**src/rtl/gpio_port_pkg.sv**
```systemverilog
package gpio_port_pkg;
    localparam int PORT_W = 8;
    localparam int ADDR_W = 16;

    typedef struct packed {
        logic [PORT_W-1:0] dir;
        logic [PORT_W-1:0] dout;
    } port_regs_t;
endpackage

```
**src/rtl/gpio_port_regs.sv**
```systemverilog
module gpio_port_regs
    import gpio_port_pkg::*;
#(
    parameter logic [ADDR_W-1:0] DIR_ADDR = 16'hFFBE,
    parameter logic [ADDR_W-1:0] OUT_ADDR = 16'hFFBC,
    parameter logic [ADDR_W-1:0] PIN_ADDR = 16'hFFBD
) (
    input  logic              clk,
    input  logic              rst_n,
    input  logic              hw_stby,
    input  logic              sw_stby,
    input  logic              wr,
    input  logic [ADDR_W-1:0] addr,
    input  logic [PORT_W-1:0] wdata,
    output logic [PORT_W-1:0] dir_q,
    output logic [PORT_W-1:0] dout_q,
    output logic              fwd_we,
    output logic [PORT_W-1:0] fwd_wdata
);
    port_regs_t regs_d, regs_q;
    logic       wr_ok;

    always_comb begin
        regs_d = regs_q;
        wr_ok  = wr && !hw_stby && !sw_stby;
        if (hw_stby) begin
            regs_d.dir = '0;
        end else if (wr_ok) begin
            if (addr == DIR_ADDR) regs_d.dir  = wdata;
            if (addr == OUT_ADDR) regs_d.dout = wdata;
        end
        fwd_we    = wr_ok && (addr == PIN_ADDR);
        fwd_wdata = wdata;
    end

    always_ff @(posedge clk or negedge rst_n) begin
        if (!rst_n) regs_q <= '0;
        else        regs_q <= regs_d;
    end

    assign dir_q  = regs_q.dir;
    assign dout_q = regs_q.dout;


    p_hw_clear_r8: assert property (@(posedge clk) disable iff (!rst_n)
        hw_stby |=> dir_q == '0);

    p_sw_hold_r9: assert property (@(posedge clk) disable iff (!rst_n)
        (sw_stby && !hw_stby) |=> $stable(dir_q));

    p_alias_keep_r4: assert property (@(posedge clk) disable iff (!rst_n)
        (wr && addr == PIN_ADDR && !hw_stby) |=> ($stable(dir_q) && $stable(dout_q)));

    p_out_write_r2: assert property (@(posedge clk) disable iff (!rst_n)
        (wr && addr == OUT_ADDR && !hw_stby && !sw_stby) |=> dout_q == $past(wdata));

    p_stby_strobe_r10: assert property (@(posedge clk) disable iff (!rst_n)
        fwd_we |-> (wr && !sw_stby && !hw_stby));
endmodule

```
**src/rtl/gpio_pin_sync.sv**
```systemverilog
module gpio_pin_sync #(
    parameter int W      = 8,
    parameter int STAGES = 2
) (
    input  logic         clk,
    input  logic [W-1:0] async_in,
    output logic [W-1:0] sync_out
);
    logic [W-1:0] stage_d [STAGES];
    logic [W-1:0] stage_q [STAGES];

    always_comb begin
        stage_d[0] = async_in;
        for (int i = 1; i < STAGES; i++) stage_d[i] = stage_q[i-1];
    end

    generate
        for (genvar g = 0; g < STAGES; g++) begin : g_stage
            always_ff @(posedge clk) stage_q[g] <= stage_d[g];
        end
    endgenerate

    assign sync_out = stage_q[STAGES-1];
endmodule

```
**src/rtl/gpio_pad_mux.sv**
```systemverilog
module gpio_pad_mux
    import gpio_port_pkg::*;
(
    input  logic              hiz,
    input  logic              bus_mode,
    input  logic [PORT_W-1:0] dir,
    input  logic [PORT_W-1:0] dout,
    input  logic              bus_drive,
    input  logic [PORT_W-1:0] bus_dout,
    output logic [PORT_W-1:0] pad_out,
    output logic [PORT_W-1:0] pad_oe
);
    always_comb begin
        if (bus_mode) begin
            pad_out = bus_dout;
            pad_oe  = {PORT_W{bus_drive}};
        end else begin
            pad_out = dout;
            pad_oe  = dir;
        end
        if (hiz) pad_oe = '0;
    end
endmodule

```
**src/rtl/gpio_bus_port.sv**
```systemverilog
module gpio_bus_port
    import gpio_port_pkg::*;
#(
    parameter logic [ADDR_W-1:0] DIR_ADDR    = 16'hFFBE,
    parameter logic [ADDR_W-1:0] OUT_ADDR    = 16'hFFBC,
    parameter logic [ADDR_W-1:0] PIN_ADDR    = 16'hFFBD,
    parameter int                SYNC_STAGES = 2
) (
    input  logic              clk,
    input  logic              rst_n,
    input  logic              hw_stby,
    input  logic              sw_stby,
    input  logic              exp_en,
    input  logic              port_sel,
    input  logic [ADDR_W-1:0] reg_addr,
    input  logic              reg_wr,
    input  logic              reg_rd,
    input  logic [PORT_W-1:0] reg_wdata,
    output logic [PORT_W-1:0] reg_rdata,
    input  logic [PORT_W-1:0] nbr_pins,
    output logic              nbr_dir_we,
    output logic [PORT_W-1:0] nbr_dir_wdata,
    input  logic              bus_drive,
    input  logic [PORT_W-1:0] bus_dout,
    output logic [PORT_W-1:0] bus_din,
    input  logic [PORT_W-1:0] pad_in,
    output logic [PORT_W-1:0] pad_out,
    output logic [PORT_W-1:0] pad_oe
);
    logic [PORT_W-1:0] dir_q, dout_q, pins_sync;
    logic              bus_mode, hiz;

    gpio_port_regs #(
        .DIR_ADDR(DIR_ADDR), .OUT_ADDR(OUT_ADDR), .PIN_ADDR(PIN_ADDR)
    ) u_regs (
        .clk(clk), .rst_n(rst_n), .hw_stby(hw_stby), .sw_stby(sw_stby),
        .wr(reg_wr), .addr(reg_addr), .wdata(reg_wdata),
        .dir_q(dir_q), .dout_q(dout_q),
        .fwd_we(nbr_dir_we), .fwd_wdata(nbr_dir_wdata)
    );

    gpio_pin_sync #(.W(PORT_W), .STAGES(SYNC_STAGES)) u_sync (
        .clk(clk), .async_in(pad_in), .sync_out(pins_sync)
    );

    assign bus_mode = exp_en && !port_sel;
    assign hiz      = !rst_n || hw_stby || sw_stby;
    assign bus_din  = pad_in;

    gpio_pad_mux u_mux (
        .hiz(hiz), .bus_mode(bus_mode), .dir(dir_q), .dout(dout_q),
        .bus_drive(bus_drive), .bus_dout(bus_dout),
        .pad_out(pad_out), .pad_oe(pad_oe)
    );

    always_comb begin
        reg_rdata = '0;
        if (reg_rd) begin
            unique case (reg_addr)
                DIR_ADDR: reg_rdata = nbr_pins;
                OUT_ADDR: reg_rdata = dout_q;
                PIN_ADDR: reg_rdata = pins_sync;
                default:  reg_rdata = '0;
            endcase
        end
    end


    p_stby_hiz_r11: assert property (@(posedge clk) disable iff (!rst_n)
        (hw_stby || sw_stby) |-> pad_oe == '0);
    // one edge after a hardware standby request the port drives nothing in port mode
    p_hw_port_off_r8: assert property (@(posedge clk) disable iff (!rst_n)
        (hw_stby && !bus_mode) |=> (bus_mode || pad_oe == '0));
endmodule

```
**config.mk**
```make
export PLATFORM = sky130hd
export DESIGN_NAME = gpio_bus_port
export DESIGN_NICKNAME = d
export VERILOG_FILES = /design/src/rtl/gpio_port_pkg.sv /design/src/rtl/gpio_port_regs.sv /design/src/rtl/gpio_pin_sync.sv /design/src/rtl/gpio_pad_mux.sv /design/src/rtl/gpio_bus_port.sv
export SDC_FILE = /design/constraint.sdc
export NUM_CORES = 1
export LEC_CHECK = 0
export ABC_CLOCK_PERIOD_IN_PS = 1700
export CAP_MARGIN = 10
export CORE_MARGIN = 8
export CORE_UTILIZATION = 38
export DETAILED_ROUTE_END_ITERATION = 8
export PLACE_DENSITY_LB_ADDON = 0.08
export SETUP_SLACK_MARGIN = 0.05
export SYNTH_ARGS = -nofsm -noshare
export SYNTH_HDL_FRONTEND = slang
export SYNTH_HIERARCHICAL = 1
export SYNTH_SLANG_ARGS = --single-unit
export TNS_END_PERCENT = 100
```
**constraint.sdc**
```tcl
create_clock -name clk -period 1.7 [get_ports clk]
set_clock_uncertainty 0.2 [all_clocks]
set_input_delay 0.17 -clock clk [delete_from_list [all_inputs] [get_ports clk]]
set_output_delay 0.17 -clock clk [all_outputs]
set_load 0.01 [all_outputs]
```
# Word level (Yosys, flattened, before mapping)
# Memory sizes are Yosys's and may differ from the RTL's.
# Index checks and enable logic that the tools add are counted.
# W data, S select, Z words.
word_totals:
  memories: 1
  mem_bits_rw: 16
  word_cells: 30
  regBits: 16
  output_inout_bits: 41
op_classes:
  eq_ne: 3
  muxes: 9
  n_reduce_logical: 14
  bitwise_logic: 1
memory_table:
  columns: ["memory", "words", "width", "rd", "rd_clocked_by_memory_dff", "write_ports", "line_no", "rtl"]
  rows:
  - ["u_sync.stage_q", 2, 8, 2, 0, 2, "gpio_pin_sync.sv:10", "logic [W-1:0] stage_q [STAGES];"]
op_table:
  columns: ["operator", "n"]
  rows:
  - ["$mux W8", 7]
  - ["$eq A16 B16 Y1 const B", 3]
  - ["$pmux W8 S3", 1]
  - ["$mux W16", 1]
  - ["$logic_and A1 B1 Y1", 4]
  - ["$logic_not A1 Y1", 4]
  - ["$reduce_bool A2 Y1", 2]
  - ["$reduce_and A3 Y1", 1]
  - ["$logic_or A1 B1 Y1", 2]
  - ["$reduce_and A2 Y1", 1]
  - ["$not A1 Y1", 1]

# Longest topological paths before layout
depth:
  word_depth: 5
  depth_mapped: 5
  depth_no_buf: 4

# Modules after synthesis
# The synthesis kept the hierarchy.
modules_own_cells:
  columns: ["module", "area_each_um2", "n_inst", "cells_each"]
  rows:
  - ["gpio_port_regs", 794.5, 1, 59]
  - ["gpio_bus_port", 331.6, 1, 43]
  - ["gpio_pin_sync", 320.3, 1, 16]
  - ["gpio_pad_mux", 295.3, 1, 27]

# Worst setup path after synthesis
# No wires, ideal clock.
synth_path:
  path_type: "input-to-reg"
  start: "in hw_stby"
  end: "reg u_regs.regs_q[10] (netlist: u_regs/dir_q[2])"
  setup_slack_ps: -33
  setup_ps: 128
  arrival_time_ps: 1405
  cell_stages: 4
  path_cell_list: "or4b_4 -> nor3_4 -> nand4b_4 -> mux2_1"
synth_between:
  elab_chain_len: 5
synth_rtl:
  columns: ["item", "line_no", "rtl"]
  rows:
  - ["start: declaration", "gpio_bus_port.sv:11", "input logic hw_stby,"]
  - ["$logic_not A1 Y1", "gpio_port_regs.sv:25", "wr_ok = wr && !hw_stby && !sw_stby;"]
  - ["$logic_and A1 B1 Y1 (2 in series)", "gpio_port_regs.sv:25", null]
  - ["$reduce_bool A2 Y1 (no source line)", null, null]
  - ["$reduce_and A2 Y1 (no source line)", null, null]
  - ["end signal: assignment", "gpio_port_regs.sv:38", "else regs_q <= regs_d;"]
  - ["end: declaration", "gpio_port_regs.sv:20", "port_regs_t regs_d, regs_q;"]
# Several ways; a longest one is shown, not always the timed one.
# A chain may end at the register's enable or synchronous reset.

# Final worst setup path
layout_path:
  start: "in reg_addr[1]"
  end: "out reg_rdata[6]"
layout_between:
  elab_chain_len: 3
layout_rtl:
  columns: ["item", "line_no", "rtl"]
  rows:
  - ["start: declaration", "gpio_bus_port.sv:15", "input logic [ADDR_W-1:0] reg_addr,"]
  - ["$eq A16 B16 Y1", "gpio_bus_port.sv:59", "unique case (reg_addr)"]
  - ["$pmux W8 S3 *", "gpio_bus_port.sv:59", null]
  - ["$mux W8 *", "gpio_bus_port.sv:58", "if (reg_rd) begin"]
  - ["end: declaration", "gpio_bus_port.sv:19", "output logic [PORT_W-1:0] reg_rdata,"]
# Every way passes the cells marked *; elsewhere a longest branch is shown, timed or not.

==> flow_summary_export.csv <==
group,metric,value,unit
clock_tree,clockRootBuffer,"clkbuf_8",
status,outcome,"finished, violations left",
place,numPlacedInstances,281,
finish,areaGrowthSynthToFinish,70.19,%
floorplan,fp.dieArea,0.007006,mm^2
sta,drv_slew,0,
finish,layout-drive-gt1-share,0.5020,
power_and_ir_drop,p_total,1.793,mW
detailed_routing,drt-total-wl,5.774,mm
logic_synthesis,synth_top_area_frac,0.2299,
place,numPortBuffers,97,
clock_tree,cts_buffer_depth,2,
floorplan,start_util,0.3973,
place,dp_worst_setup_slack,-860.7,ps
finish,fin_cells,307,
power_and_ir_drop,peakVddDrop,450.1,uV
worst_setup_path,worst-setup-path-type,"input pin to output port",
grt,grt_max_degree,17,
clock_tree,cts_sinks,32,
power_and_ir_drop,p_leak,1.400,nW
logic_synthesis,synth_area,0.001742,mm^2
run,cap_violations,0,
worst_setup_path,critPathRequiredTime,1330,ps
grt,gr-usage-all-layers,0.1577,
worst_setup_path,reg2reg_slack,570,ps
floorplan,die_x,83.70,um
worst_setup_path,crit_fanout,3,
worst_setup_path,endpoint,"reg_rdata[6]",
sta,setup_slack,-97.93,ps
detailed_routing,final_antenna_net_count,0,
detailed_routing,viasPerCell,5.075,
logic_synthesis,ys_types,30,
sta,finalHoldViolations,0,
finish,final_nets,311,
sta,setup_viol,8,
detailed_routing,drt_iter0_drc,38,
sta,tightest_slew,248.8,ps
clock_tree,cts.htree.levels,2,
logic_synthesis,yosysTopAreaCell,"dfrtp_1",
power_and_ir_drop,p_per_area,605.0,mW/mm^2
sta,final.setup.tns,-363.7,ps
min_path,holdCritPathClass,"register to register",
detailed_routing,drc,0,
logic_synthesis,yosys_warnings,6,
worst_setup_path,cp_data_arrival_time,1430,ps
sta,relSlewSlack,0.8335,
clock_tree,insertion_delay,280,ps
sta,finalCritPeriodShare,1.058,
logic_synthesis,syn_avg_cell_area,12.01,um^2
floorplan,ioPinCount,98,
sta,finalCriticalPeriod,1798,ps
logic_synthesis,synth_area_leaders,"dfrtp_1 23%, dfxtp_1 18%, mux2_2 9.1%",
logic_synthesis,seq_area_frac_synth,0.4138,
place,place_congestion,0.8490,
floorplan,core_area,0.004384,mm^2
clock_tree,cts-buffers-inserted,5,
logic_synthesis,synth_fp_nets,202,
detailed_routing,wl_per_cell,18.81,um
status,violations,"negative setup slack",
finish,antennaDiodeCount,0,
detailed_routing,dr.pass1.iters,4,
worst_setup_path,cp-end-kind,"output port",
clock_tree,cts_tree,"done",
logic_synthesis,synth_cells,145,
detailed_routing,vias,1558,
grt,antenna_found_initial,0,
logic_synthesis,synth-seq-cells,32,
worst_setup_path,ff2ff_path_depth,2,
sta,holdWs,126.3,ps
clock_tree,clkTransAtPathRegs,60,ps
floorplan,core.rowCount,24,
grt,grt.overflow.total,0,
sta,grt_setup_unrepaired,"true",
floorplan,dieHeight,83.70,um
worst_setup_path,startpoint_type,"input pin",
sta,max_freq,556.2,MHz
grt,grt_first_pass_wirelength,8.970,mm
place,hpwlAfterDp,4.130,mm
worst_setup_path,startpoint,"reg_addr[1]",
worst_setup_path,reg2reg_from,"u_regs/dir_q[2]$_DFFE_PN0P_",
finish,nFillCells,344,
grt,grt_pass1_vias,1740,
worst_setup_path,rr_endpoint,"u_regs/dir_q[2]$_DFFE_PN0P_",
worst min path at each step:
stage | from | to | slack [ps] | cells past startpoint
after floorplan | rst_n | u_regs/dir_q[0]$_DFFE_PN0P_ | -330 | 0
after global placement | u_sync/stage_q[0][5]$_DFF_P_ | u_sync/stage_q[0][13]$_DFF_P_ | 110 | 0
after detailed placement | u_sync/stage_q[0][3]$_DFF_P_ | u_sync/stage_q[0][11]$_DFF_P_ | 110 | 0
after CTS | u_sync/stage_q[0][0]$_DFF_P_ | u_sync/stage_q[0][8]$_DFF_P_ | 130 | 0
after global routing | u_sync/stage_q[0][6]$_DFF_P_ | u_sync/stage_q[0][14]$_DFF_P_ | 130 | 0
final | u_sync/stage_q[0][6]$_DFF_P_ | u_sync/stage_q[0][14]$_DFF_P_ | 130 | 0
kinds of logic (layout without fill, tap and decap cells):
| family | Yosys count | after routing | synth area share |
|---|---|---|---|
| buffers and inverters | 21 | 131 | 0.08908 |
| AO/OA/AOI/OAI | 17 | 17 | 0.08693 |
| multiplexers | 32 | 32 | 0.2184 |
| AND/OR/NAND/NOR | 43 | 43 | 0.1918 |
| flip-flops | 32 | 32 | 0.4138 |
layer usage:
metal	vias to the layer above	global-route usage	routed length, um
li1	731	-	-
met4	0	0.04396	76
met2	75	0.2709	2881
met5	-	0	0
met3	7	0.05566	393
met1	745	0.1787	2422
synth_stat cells (all sizes together):
cell type   n
a2111o      1
dfxtp      16
nand2b      8
and4b       1
nand4       4
a21oi       8
nor3        9
mux2       24
nand3       3
or3b        1
nor2b       8
clkbuf      2
dfrtp      16
and2b       2
nor2        2
mux2i       8
nand2       2
or4b        1
buf        19
nand4b      2
a2bb2oi     8
state kept, by name (all words and copies together), names as in the netlist:
| register | cells |
|---|---|
| u_regs/dir_q | 8 |
| u_regs/dout_q | 8 |
| u_sync/stage_q | 16 |
cell usage in the layout, fill, tap and decap left out, types with 2 or more instances in the layout:
cell and instances:
buf_8 2, clkdlybuf4s50_1 48, nor3_4 2, a2bb2oi_2 4, nor3_2 6, buf_4 11
nand2b_4 2, nand4_1 4, dlygate4sd2_1 3, nand2b_2 6, nor2b_1 7, nand3_4 2
buf_6 13, dlymetal6s2s_1 4, a21oi_2 8, nor2_1 2, dfrtp_1 16, clkbuf_2 5
buf_12 2, a2bb2oi_1 4, dfxtp_1 16, clkdlybuf4s15_1 6, clkbuf_8 5, buf_2 28
mux2i_1 8, mux2_2 13, mux2_4 11
metrics by stage:
stage	instance area, um^2	util
finish	2964	0.6761
global route	2964	0.6761
CTS	2928	0.6678
detailed placement	2698	0.6153
global placement	2698	0.6153
floorplan	1742	-
worst max-delay path: stages:
cell	delay [ps]
dlygate4sd2_1	250
a2111o_1	440
buf_4	170
buf_6	110
nor3_2	120
buf_2	170
repair_timing:
item,in CTS,in global routing
hold buffers,1,0
endpoints found under the hold margin,16,0
gates resized for setup,173,28
pin swaps,14,11
gates cloned,1,0
buffers inserted,17,1
setup endpoints to repair,41,42
final cells by class:
cell class	instances	area (um^2)	share of cell area
clock inverter	1	5.005	0.001688
clock buffer	7	97.59	0.03293
tap	52	65.06	0.02195
timing repair buffer	123	1091	0.3681
multi-input combinational	92	984.7	0.3322
sequential	32	720.7	0.2431
report_power, final:
part	switching, mW	internal [mW]
logic	0.140	0.229
registers	0.00432	0.776
clock network	0.269	0.375
total	0.414	1.38
No activity file was read; power rests on OpenSTA's default activity.
